--- src/rtl/audio_link_pkg.sv ---
package audio_link_pkg;

    // Link bring-up sequence
    typedef enum logic [1:0] {
        LNK_HOLD   = 2'd0,   // codec reset asserted
        LNK_SETTLE = 2'd1,   // clock and sync running, no commands
        LNK_RUN    = 2'd2    // commands accepted, lanes reported
    } link_state_e;

endpackage

--- src/rtl/alink_timing.sv ---
module alink_timing #(
    parameter int DIV = 8,
    parameter int FB  = 500,
    localparam int PW = $clog2(DIV),
    localparam int BW = $clog2(FB)
) (
    input  logic          clk,
    input  logic          rst,
    output logic [PW-1:0] phase_o,
    output logic [BW-1:0] bidx_o,
    output logic          late_half_o,
    output logic          sample_o,
    output logic          frame_end_o
);
    localparam int HALF = DIV / 2;

    typedef struct packed {
        logic [PW-1:0] ph;
        logic [BW-1:0] bidx;
    } tim_t;

    tim_t tim_d, tim_q;

    always_comb begin
        tim_d = tim_q;
        if (tim_q.ph == PW'(DIV - 1)) begin
            tim_d.ph = '0;
            if (tim_q.bidx == BW'(FB - 1)) begin
                tim_d.bidx = '0;
            end else begin
                tim_d.bidx = tim_q.bidx + 1'b1;
            end
        end else begin
            tim_d.ph = tim_q.ph + 1'b1;
        end
    end

    always_ff @(posedge clk) begin
        if (rst) begin
            tim_q <= '0;
        end else begin
            tim_q <= tim_d;
        end
    end

    assign phase_o     = tim_q.ph;
    assign bidx_o      = tim_q.bidx;
    assign late_half_o = (tim_q.ph >= PW'(HALF));
    assign sample_o    = (tim_q.ph == PW'(HALF));
    assign frame_end_o = (tim_q.ph == PW'(DIV - 1)) && (tim_q.bidx == BW'(FB - 1));

    AST_FRAME_WRAP: assert property (@(posedge clk) disable iff (rst)
        frame_end_o |=> (bidx_o == '0) && (phase_o == '0));

endmodule

--- src/rtl/alink_tx.sv ---
module alink_tx #(
    parameter int FB    = 500,
    parameter int OUT_W = 40,
    localparam int BW   = $clog2(FB),
    localparam int SW   = BW + 1
) (
    input  logic             clk,
    input  logic             rst,
    input  logic             frame_end_i,
    input  logic             run_i,
    input  logic [BW-1:0]    bidx_i,
    input  logic             late_half_i,
    input  logic             load_i,
    input  logic [OUT_W-1:0] word_i,
    output logic             ready_o,
    output logic             sdo_o
);
    typedef struct packed {
        logic             pend_v;
        logic [OUT_W-1:0] pend;
        logic [OUT_W-1:0] cur;
    } tx_t;

    tx_t tx_d, tx_q;
    logic [SW-1:0] slot;

    assign ready_o = run_i && !tx_q.pend_v;
    assign slot    = {bidx_i, late_half_i};

    always_comb begin
        tx_d = tx_q;
        if (frame_end_i) begin
            tx_d.cur    = tx_q.pend_v ? tx_q.pend : '0;
            tx_d.pend_v = 1'b0;
        end
        if (load_i && ready_o) begin
            tx_d.pend_v = 1'b1;
            tx_d.pend   = word_i;
        end
    end

    always_ff @(posedge clk) begin
        if (rst) begin
            tx_q <= '0;
        end else begin
            tx_q <= tx_d;
        end
    end

    // Slot s carries bit OUT_W-1-s of the current word
    always_comb begin
        sdo_o = 1'b0;
        for (int i = 0; i < OUT_W; i++) begin
            if (slot == SW'(OUT_W - 1 - i)) begin
                sdo_o = tx_q.cur[i];
            end
        end
    end

    AST_PENDING_HELD: assert property (@(posedge clk) disable iff (rst)
        (tx_q.pend_v && !frame_end_i) |=> (tx_q.pend_v && $stable(tx_q.pend)));

endmodule

--- src/rtl/alink_rx_lane.sv ---
module alink_rx_lane #(
    parameter int FB   = 500,
    parameter int IN_W = 36,
    localparam int BW  = $clog2(FB)
) (
    input  logic            clk,
    input  logic            rst,
    input  logic            sample_i,
    input  logic            frame_end_i,
    input  logic            run_i,
    input  logic [BW-1:0]   bidx_i,
    input  logic            sdi_i,
    output logic [IN_W-1:0] word_o
);
    typedef struct packed {
        logic [IN_W-1:0] sh;
        logic [IN_W-1:0] word;
    } rx_t;

    rx_t rx_d, rx_q;

    always_comb begin
        rx_d = rx_q;
        if (sample_i && (bidx_i < BW'(IN_W))) begin
            rx_d.sh = {rx_q.sh[IN_W-2:0], sdi_i};
        end
        if (frame_end_i && run_i) begin
            rx_d.word = rx_q.sh;
        end
    end

    always_ff @(posedge clk) begin
        if (rst) begin
            rx_q <= '0;
        end else begin
            rx_q <= rx_d;
        end
    end

    assign word_o = rx_q.word;

    AST_RX_STEADY: assert property (@(posedge clk) disable iff (rst)
        !(frame_end_i && run_i) |=> $stable(word_o));

endmodule

--- src/rtl/audio_link_serializer.sv ---
module audio_link_serializer #(
    parameter int DIV           = 8,
    parameter int FB            = 500,
    parameter int SYNC_BITS     = 8,
    parameter int OUT_W         = 40,
    parameter int IN_W          = 36,
    parameter int RST_FRAMES    = 4,
    parameter int SETTLE_FRAMES = 2
) (
    input  logic             clk,
    input  logic             rst,
    output logic             link_rst_n,
    output logic             link_clk,
    output logic             link_sync,
    output logic             link_sdo,
    input  logic [1:0]       link_sdi,
    input  logic             tx_load,
    input  logic [OUT_W-1:0] tx_word,
    output logic             tx_ready,
    output logic [IN_W-1:0]  rx_lane0,
    output logic [IN_W-1:0]  rx_lane1,
    output logic             frame_done
);
    import audio_link_pkg::*;

    localparam int LANES  = 2;
    localparam int PW     = $clog2(DIV);
    localparam int BW     = $clog2(FB);
    localparam int MAXF   = (RST_FRAMES > SETTLE_FRAMES) ? RST_FRAMES : SETTLE_FRAMES;
    localparam int CW     = $clog2(MAXF + 1);

    typedef struct packed {
        link_state_e   st;
        logic [CW-1:0] fcnt;
        logic          done;
    } ctl_t;

    ctl_t ctl_d, ctl_q;

    logic [PW-1:0] phase;
    logic [BW-1:0] bidx;
    logic          late_half;
    logic          sample;
    logic          frame_end;
    logic          active;
    logic          run;
    logic          sdo_raw;
    logic [IN_W-1:0] rx_words [LANES];

    alink_timing #(.DIV(DIV), .FB(FB)) u_timing (
        .clk        (clk),
        .rst        (rst),
        .phase_o    (phase),
        .bidx_o     (bidx),
        .late_half_o(late_half),
        .sample_o   (sample),
        .frame_end_o(frame_end)
    );

    always_comb begin
        ctl_d      = ctl_q;
        ctl_d.done = frame_end && (ctl_q.st == LNK_RUN);
        if (frame_end) begin
            case (ctl_q.st)
                LNK_HOLD: begin
                    if (ctl_q.fcnt == CW'(RST_FRAMES - 1)) begin
                        ctl_d.st   = LNK_SETTLE;
                        ctl_d.fcnt = '0;
                    end else begin
                        ctl_d.fcnt = ctl_q.fcnt + 1'b1;
                    end
                end
                LNK_SETTLE: begin
                    if (ctl_q.fcnt == CW'(SETTLE_FRAMES - 1)) begin
                        ctl_d.st   = LNK_RUN;
                        ctl_d.fcnt = '0;
                    end else begin
                        ctl_d.fcnt = ctl_q.fcnt + 1'b1;
                    end
                end
                LNK_RUN: begin
                    ctl_d.fcnt = '0;
                end
                default: begin
                    ctl_d.st   = LNK_HOLD;
                    ctl_d.fcnt = '0;
                end
            endcase
        end
    end

    always_ff @(posedge clk) begin
        if (rst) begin
            ctl_q <= '{st: LNK_HOLD, fcnt: '0, done: 1'b0};
        end else begin
            ctl_q <= ctl_d;
        end
    end

    assign active = (ctl_q.st != LNK_HOLD);
    assign run    = (ctl_q.st == LNK_RUN);

    alink_tx #(.FB(FB), .OUT_W(OUT_W)) u_tx (
        .clk        (clk),
        .rst        (rst),
        .frame_end_i(frame_end),
        .run_i      (run),
        .bidx_i     (bidx),
        .late_half_i(late_half),
        .load_i     (tx_load),
        .word_i     (tx_word),
        .ready_o    (tx_ready),
        .sdo_o      (sdo_raw)
    );

    for (genvar g = 0; g < LANES; g++) begin : g_lane
        alink_rx_lane #(.FB(FB), .IN_W(IN_W)) u_lane (
            .clk        (clk),
            .rst        (rst),
            .sample_i   (sample),
            .frame_end_i(frame_end),
            .run_i      (run),
            .bidx_i     (bidx),
            .sdi_i      (link_sdi[g]),
            .word_o     (rx_words[g])
        );
    end

    assign link_rst_n = active;
    assign link_clk   = active && !late_half;
    assign link_sync  = active && (bidx >= BW'(FB - SYNC_BITS));
    assign link_sdo   = active && sdo_raw;
    assign rx_lane0   = rx_words[0];
    assign rx_lane1   = rx_words[1];
    assign frame_done = ctl_q.done;

    AST_IDLE_WHILE_RESET: assert property (@(posedge clk) disable iff (rst)
        !link_rst_n |-> (!link_clk && !link_sync && !link_sdo));

    AST_READY_NEEDS_LINK: assert property (@(posedge clk) disable iff (rst)
        tx_ready |-> link_rst_n);

    AST_DONE_ONE_CYCLE: assert property (@(posedge clk) disable iff (rst)
        frame_done |=> !frame_done);

    AST_SYNC_FALL_AT_START: assert property (@(posedge clk) disable iff (rst)
        $fell(link_sync) |-> (bidx == '0) && (phase == '0));

endmodule

--- config.mk ---
export PLATFORM = sky130hd
export DESIGN_NAME = audio_link_serializer
export DESIGN_NICKNAME = d
export VERILOG_FILES = /design/src/rtl/audio_link_pkg.sv /design/src/rtl/alink_timing.sv /design/src/rtl/alink_tx.sv /design/src/rtl/alink_rx_lane.sv /design/src/rtl/audio_link_serializer.sv
export SDC_FILE = /design/constraint.sdc
export NUM_CORES = 1
export LEC_CHECK = 0
export BUFFER_PORTS_ARGS = -buffer_cell sky130_fd_sc_hd__buf_2
export CAP_MARGIN = 15
export CELL_PAD_IN_SITES_DETAIL_PLACEMENT = 0
export CELL_PAD_IN_SITES_GLOBAL_PLACEMENT = 2
export CORE_MARGIN = 2
export CORE_UTILIZATION = 34
export DETAILED_ROUTE_END_ITERATION = 6
export HOLD_SLACK_MARGIN = 0.05
export MAX_ROUTING_LAYER = met4
export PLACE_DENSITY_LB_ADDON = 0.1
export SETUP_SLACK_MARGIN = 0.02
export SLEW_MARGIN = 10
export SYNTH_ARGS = -nofsm -noshare
export SYNTH_HDL_FRONTEND = slang
export SYNTH_SLANG_ARGS = --single-unit
--- constraint.sdc ---
create_clock -name clk -period 2.8 [get_ports clk]
set_clock_uncertainty 0.2 [all_clocks]
set_input_delay 0 -clock clk [delete_from_list [all_inputs] [get_ports clk]]
set_output_delay 0 -clock clk [all_outputs]
set_load 0.02 [all_outputs]
==> impl_metrics.py, run 1 <==
metrics = {
    "final_layout": {
        "final_layout_size_suffix_gt1_frac": 0.170,
        "area_growth_pct": 28.7,
        "layout_commonest_cell": "nand2_1",
        "num-fill-cells": 2826,
        "num-nets-final": 1373,
        "multiInputGateArea_mm2": 0.00386,
        "final_cell_mix": "nand2_1, dfxtp_1, a21oi_1",
        "finish.cell_count_without_fillers": 1718,
        "seqCellArea_mm2": 0.00487,
        "num_antenna_cells": 0,
    },
    "sta": {
        "min_period_ns": 2.75,
        "grt_setup_unrepaired": "yes",
        "relSlewSlack": 0.628,
        "finalCritPeriodShare": 0.980,
        "tightest_slew_ns": 0.556,
        "finalSetupTns_ns": 0,
        "maxSlewViolCount": 0,
        "finalSetupViolCount": 0,
        "hold_viol_final": 0,
        "fmax_ghz": 0.364,
    },
    "yosys": {
        "ys_seq_elements": 243,
        "yosysWarningCount": 0,
        "async_flop_share": 0,
        "yosys.cell_types.count": 52,
        "avgSynthCellArea_um2": 8.23,
        "mappedNetlistNets": 1227,
        "synth_cells": 1173,
        "yosysSeqAreaShare": 0.504,
        "synth_edf_count": 0,
        "synth_ff_type": "dfxtp_1",
        "syn_area_mm2": 0.00965,
    },
    "critical_path": {
        "criticalPathCategory": "reg2out",
        "required_ns": 2.60,
        "end_kind": "output port",
        "cp_max_fo": 7,
        "r2r-start": "u_timing.phase_o[0]",
        "start_kind": "register",
        "reg2reg_to": "g_lane[0].u_lane.word_o[13]",
        "rrSetupSlack_ns": 0.21,
        "cp.arrival_ns": 2.55,
        "r2r_cells": 8,
    },
    "route": {
        "vias": 7953,
        "drtIter0Drc": 376,
        "dr.pass1.iters": 4,
        "post_drt_wl_per_cell_um": 13.9,
        "routed_wl_um": 23800,
        "drc_errors": 0,
        "ant_nets": 0,
        "routed_via_density": 4.63,
    },
    "outcome": {
        "status": "finished, final reports clean",
    },
    "power": {
        "combPwrFrac": 0.039,
        "sw_frac_of_total": 0.212,
        "power_leakage_nw": 4.69,
        "p_int_w": 0.00599,
        "pwr-share-seq": 0.456,
        "vdd_drop_max_uv": 381,
        "p_switching_w": 0.00161,
        "powerDensity_mw_per_mm2": 612,
        "clockPowerShare": 0.505,
    },
    "die": {
        "core_area_mm2": 0.0279,
        "rows": 61,
        "die_y_um": 172,
        "die_x_um": 172,
        "ios": 123,
        "dieArea_mm2": 0.0298,
        "start_util": 0.346,
    },
    "grt": {
        "grt_use_total": 0.167,
        "grt_pass1_vias": 7662,
        "antenna_found_initial": 0,
        "grt_pass1_wl_um": 39300,
        "grt_start_max_net_pins": 95,
        "gr-total-overflow": 0,
    },
    "placed_design": {
        "port_buffers": 122,
        "dp_cells": 1543,
        "post-dp-hpwl_um": 13900,
        "gp_congestion": 0.762,
    },
    "job": {
        "drv_cap": 0,
    },
    "cts": {
        "cts_buffers": 28,
        "clock_latency_ns": 0.54,
        "cts_tree": "built",
        "h-tree-depth": 1,
        "path_clk_slew_ns": 0.06,
        "root_buffer": "clkbuf_16",
        "clock_sinks": 243,
        "cts_buffer_depth": 3,
    },
    "hold_path": {
        "hold_depth": 2,
        "hold_start": "g_lane[1].u_lane.word_o[31]",
        "min_path_type": "reg2reg",
        "min_to": "g_lane[1].u_lane.word_o[31]",
    },
}
[worst max-delay path, stage by stage, from the launching register on]
cell and delay (ns):
dfxtp_4 0.35, buf_12 0.13, or3b_4 0.36, a21oi_2 0.15, nor3b_2 0.07, or4_1 0.48, a22oi_2 0.19, o32ai_2 0.11
buf_4 0.17
[synth_stat cells, types with 2 or more instances]
cell | instances | area share
a22oi_1 | 2 | 0.0016
nand4_1 | 4 | 0.0026
nor3_1 | 9 | 0.0047
clkbuf_1 | 51 | 0.020
nand3_1 | 5 | 0.0026
o22ai_1 | 3 | 0.0019
mux4_2 | 2 | 0.0047
nand2_1 | 381 | 0.15
mux2_2 | 2 | 0.0023
inv_1 | 11 | 0.0043
buf_6 | 8 | 0.0093
a22o_1 | 39 | 0.035
dfxtp_1 | 243 | 0.50
xnor2_1 | 4 | 0.0036
or4bb_1 | 2 | 0.0023
nand3b_1 | 3 | 0.0023
mux2i_1 | 8 | 0.0083
ha_1 | 9 | 0.012
a211oi_1 | 2 | 0.0016
buf_2 | 26 | 0.013
o21ai_0 | 3 | 0.0016
xor2_1 | 4 | 0.0036
o31ai_1 | 3 | 0.0023
nor3b_1 | 4 | 0.0031
nand2b_1 | 11 | 0.0071
a21oi_1 | 204 | 0.11
nor2_1 | 28 | 0.011
buf_4 | 72 | 0.056
or3_1 | 2 | 0.0013
nor2b_1 | 6 | 0.0039
[cell families (layout without fill, tap and decap cells)]
logic type	Yosys count	in the layout	share of synthesized area
AOI/OAI and AO/OA	267	267	0.159
xor gates and xnor gates	8	8	0.00726
adders and majority gates	9	9	0.0117
buffers and inverters	168	335	0.103
DFF	243	243	0.504
muxes	12	12	0.0153
and+or+nand+nor	466	466	0.200
[flip-flops by register name (all words and copies together) (netlist names)]
signal	count
u_tx.tx_q	81
g_lane.u_lane.rx_q	72
g_lane.u_lane.word_o	72
u_timing.bidx_o	9
ctl_q	5
u_timing.phase_o	3
frame_done	1
[final cells by class]
type	count	share of cell area
clock buffer	39	0.0655
sequential	243	0.392
clock inverter	12	0.0131
inverter	11	0.00332
multi-input combinational	762	0.311
tap	378	0.0381
timing repair buffer	273	0.178
[repair_timing]
action                                  in CTS  in global routing
endpoints found under the hold margin      155                  0
resized for setup                           11                  9
endpoints found under the setup margin       1                  1
cloned                                       1                  0
hold buffers                               117                  0
pin swaps                                    5                  3
setup buffers                                6                  0
[metal layers]
| metal | vias to the layer above | global-route usage | share of wire |
|---|---|---|---|
| met5 | - | - | 0 |
| met4 | 0 | 0.0391 | 0.022 |
| met3 | 38 | 0.0227 | 0.038 |
| met2 | 136 | 0.265 | 0.44 |
| met1 | 3680 | 0.225 | 0.50 |
| li1 | 4099 | - | - |
[power groups by stage]
stage          logic (W)  registers (W)  clock network (W)
2_1_floorplan   0.000111        0.00354                  0
3_3_place_gp    0.000196        0.00354                  0
3_5_place_dp    0.000196        0.00354                  0
4_1_cts         0.000296        0.00347            0.00395
5_1_grt         0.000326        0.00347            0.00408
6_report        0.000295        0.00347            0.00384
[how the worst max path moves through the flow]
stage	from	end	slack [ns]	cells after the start
after floorplan	u_timing.phase_o[0]	g_lane[0].u_lane.word_o[0]	0.41	10
after detailed placement	u_timing.phase_o[0]	g_lane[0].u_lane.word_o[13]	0.24	8
after global placement	u_timing.phase_o[0]	g_lane[0].u_lane.word_o[7]	0.28	8
final	u_timing.phase_o[2]	link_sdo	0.05	8
after global routing	u_timing.phase_o[2]	link_sdo	-0.02	9
after CTS	u_timing.bidx_o[1]	link_sdo	0.02	8
[per-stage QoR]
stage	power [W]	util	setup slack (ns)	hold WS, ns	cell area, um^2
floorplan	0.00365	-	0.408	-0.0640	9650
global placement	0.00374	0.363	0.276	0.0426	10100
detailed placement	0.00374	0.363	0.237	0.0453	10100
CTS	0.00771	0.445	0.0157	0.251	12400
global route	0.00787	0.446	-0.0178	0.268	12400
finish	0.00760	0.446	0.0546	0.250	12400
Power figures use the tool's default switching activity.
==> run 2: changes to the inputs <==
Settings changed: GPL_ROUTABILITY_DRIVEN set to 0, PLACE_DENSITY set to 0.79, PLACE_DENSITY_LB_ADDON 0.1 to not set, TNS_END_PERCENT set to 30.
==> run 2 against run 1 <==
Global-route usage is 0.79 points lower. Die area stayed put. Routed wire length shrank 5.5%. Sequential power is essentially flat. Sequential share of layout area increased by 0.62 points. Flip-flop and latch count unchanged. Critical path type unchanged. Largest power group unchanged. Highest routed layer unchanged.
==> impl_metrics.py, run 2 (synthesis gave the netlist of run 1 again) <==
metrics = {
    "cts": {
        "cts_buffers": 27,
        "h-tree-depth": 1,
        "root_buffer": "clkbuf_16",
        "clock_sinks": 243,
        "clock_latency_ns": 0.53,
        "cts_buffer_depth": 3,
        "cts_tree": "built",
        "path_clk_slew_ns": 0.06,
    },
    "final_layout": {
        "seqCellArea_mm2": 0.00487,
        "postLayoutCellArea_mm2": 0.0122,
        "finish.cell_count_without_fillers": 1704,
        "multiInputGateArea_mm2": 0.00385,
        "largest_register_ffs": 81,
        "num_antenna_cells": 0,
        "final_cell_mix": "nand2_1, dfxtp_1, a21oi_1",
        "final_core_util": 0.439,
        "layout_commonest_cell": "nand2_1",
        "num-nets-final": 1360,
        "final_layout_size_suffix_gt1_frac": 0.163,
        "area_growth_pct": 26.7,
        "num-fill-cells": 2804,
        "largest_register": "u_tx.tx_q",
    },
    "grt": {
        "grt_start_max_net_pins": 95,
        "grt_pass1_vias": 7597,
        "grt_pass1_wl_um": 38000,
        "grt_use_total": 0.159,
        "antenna_found_initial": 0,
        "gr-total-overflow": 0,
    },
    "sta": {
        "relSlewSlack": 0.471,
        "maxSlewViolCount": 0,
        "tightest_slew_ns": 0.793,
        "finalSetupViolCount": 0,
        "min_period_ns": 2.74,
        "grt_setup_unrepaired": "yes",
        "finalCritPeriodShare": 0.979,
        "hold_viol_final": 0,
        "fmax_ghz": 0.365,
    },
    "critical_path": {
        "start_kind": "register",
        "rrSetupSlack_ns": 0.17,
        "cp_max_fo": 3,
        "reg2reg_to": "g_lane[1].u_lane.word_o[5]",
        "r2r-start": "u_timing.bidx_o[0]",
        "criticalPathCategory": "reg2out",
        "required_ns": 2.60,
        "end_kind": "output port",
        "cp.arrival_ns": 2.54,
        "r2r_cells": 8,
    },
    "route": {
        "ant_nets": 0,
        "drtIter0Drc": 393,
        "dr.pass1.iters": 5,
        "post_drt_wl_per_cell_um": 13.2,
        "routed_wl_um": 22500,
        "vias": 7825,
        "routed_via_density": 4.59,
        "drc_errors": 0,
    },
    "job": {
        "drv_cap": 0,
    },
    "die": {
        "ios": 123,
        "core_area_mm2": 0.0279,
        "rows": 61,
        "dieArea_mm2": 0.0298,
        "start_util": 0.346,
        "die_x_um": 172,
        "die_y_um": 172,
    },
    "placed_design": {
        "dp_cells": 1540,
        "post-dp-hpwl_um": 13000,
        "placed_area_mm2": 0.0101,
        "port_buffers": 122,
    },
    "hold_path": {
        "hold_start": "link_sdi[0]",
        "min_path_type": "in2reg",
        "hold_depth": 4,
        "min_to": "g_lane[0].u_lane.rx_q[36]",
    },
    "outcome": {
        "status": "finished, final reports clean",
    },
    "power": {
        "vdd_drop_max_uv": 350,
        "powerDensity_mw_per_mm2": 613,
        "power_leakage_nw": 4.45,
    },
}
[run 2: cell types whose count changed in the layout (fill, tap and decap cells not counted), moves of 2 or more]
cell | before | now
buf_12 | 10 | 7
clkbuf_1 | 5 | 7
clkinv_2 | 7 | 4
dlygate4sd3_1 | 117 | 113
dfxtp_2 | 1 | 3
buf_6 | 4 | 6
clkbuf_16 | 29 | 27
buf_4 | 21 | 15
[run 2: area by class of cell]
type,instances,share of cell area
Sequential cell,243,0.398
Multi-Input combinational cell,762,0.315
Timing Repair Buffer,261,0.168
Clock buffer,38,0.0619
Tap cell,378,0.0387
Clock inverter,11,0.0151
Inverter,11,0.00338
[run 2: worst max-delay path by stage]
stage	startpoint	slack, ns	depth (start not counted)	end
2_1_floorplan	u_timing.phase_o[0]	0.41	10	g_lane[0].u_lane.word_o[0]
3_3_place_gp	u_timing.phase_o[0]	0.28	8	g_lane[1].u_lane.word_o[29]
3_5_place_dp	u_timing.phase_o[0]	0.24	8	g_lane[1].u_lane.word_o[30]
4_1_cts	u_timing.bidx_o[1]	0.03	8	link_sdo
5_1_grt	u_timing.bidx_o[0]	-0.02	8	link_sdo
6_report	u_timing.phase_o[2]	0.06	8	link_sdo
[run 2: timing repair]
action                     4_1_cts  5_1_grt
setup endpoints to repair        1       75
pin swaps                        5        4
buffers inserted                 3        0
hold buffers                   113        0
gates cloned                     0        0
hold endpoints to repair       111        0
gates resized for setup         16        5
[run 2: power by group]
| group | leakage [nW] | switching [W] | internal, W |
|---|---|---|---|
| Sequential | 1.96 | 0.00000755 | 0.00346 |
| Combinational | 2.03 | 0.000143 | 0.000127 |
| Clock | 0.456 | 0.00142 | 0.00234 |
[run 2: through the flow]
| step | hold slack [ns] | worst slack (ns) | total power [W] | setup TNS [ns] |
|---|---|---|---|---|
| floorplan | -0.0640 | 0.408 | 0.00365 | 0 |
| finish | 0.0675 | 0.0590 | 0.00749 | 0 |
| detailed placement | 0.0476 | 0.237 | 0.00373 | 0 |
| global route | 0.0805 | -0.0186 | 0.00777 | -0.0186 |
| CTS | 0.0504 | 0.0316 | 0.00759 | 0 |
| global placement | 0.0452 | 0.276 | 0.00373 | 0 |
[run 2: metal layers]
metal  vias up  share of wire  track usage
met5         -              0            -
met4         0          0.019       0.0384
met3        36          0.040       0.0243
met2       123           0.44        0.252
met1      3594           0.50        0.213
li1       4072              -            -
[run 2: worst max-delay path, stage by stage (launching register included)]
cell and delay, ns:
dfxtp_2 0.34, buf_6 0.12, or3b_4 0.36, a21oi_2 0.14
nor3b_2 0.07, or4_4 0.48, a22oi_2 0.22, o32ai_2 0.11
buf_4 0.17
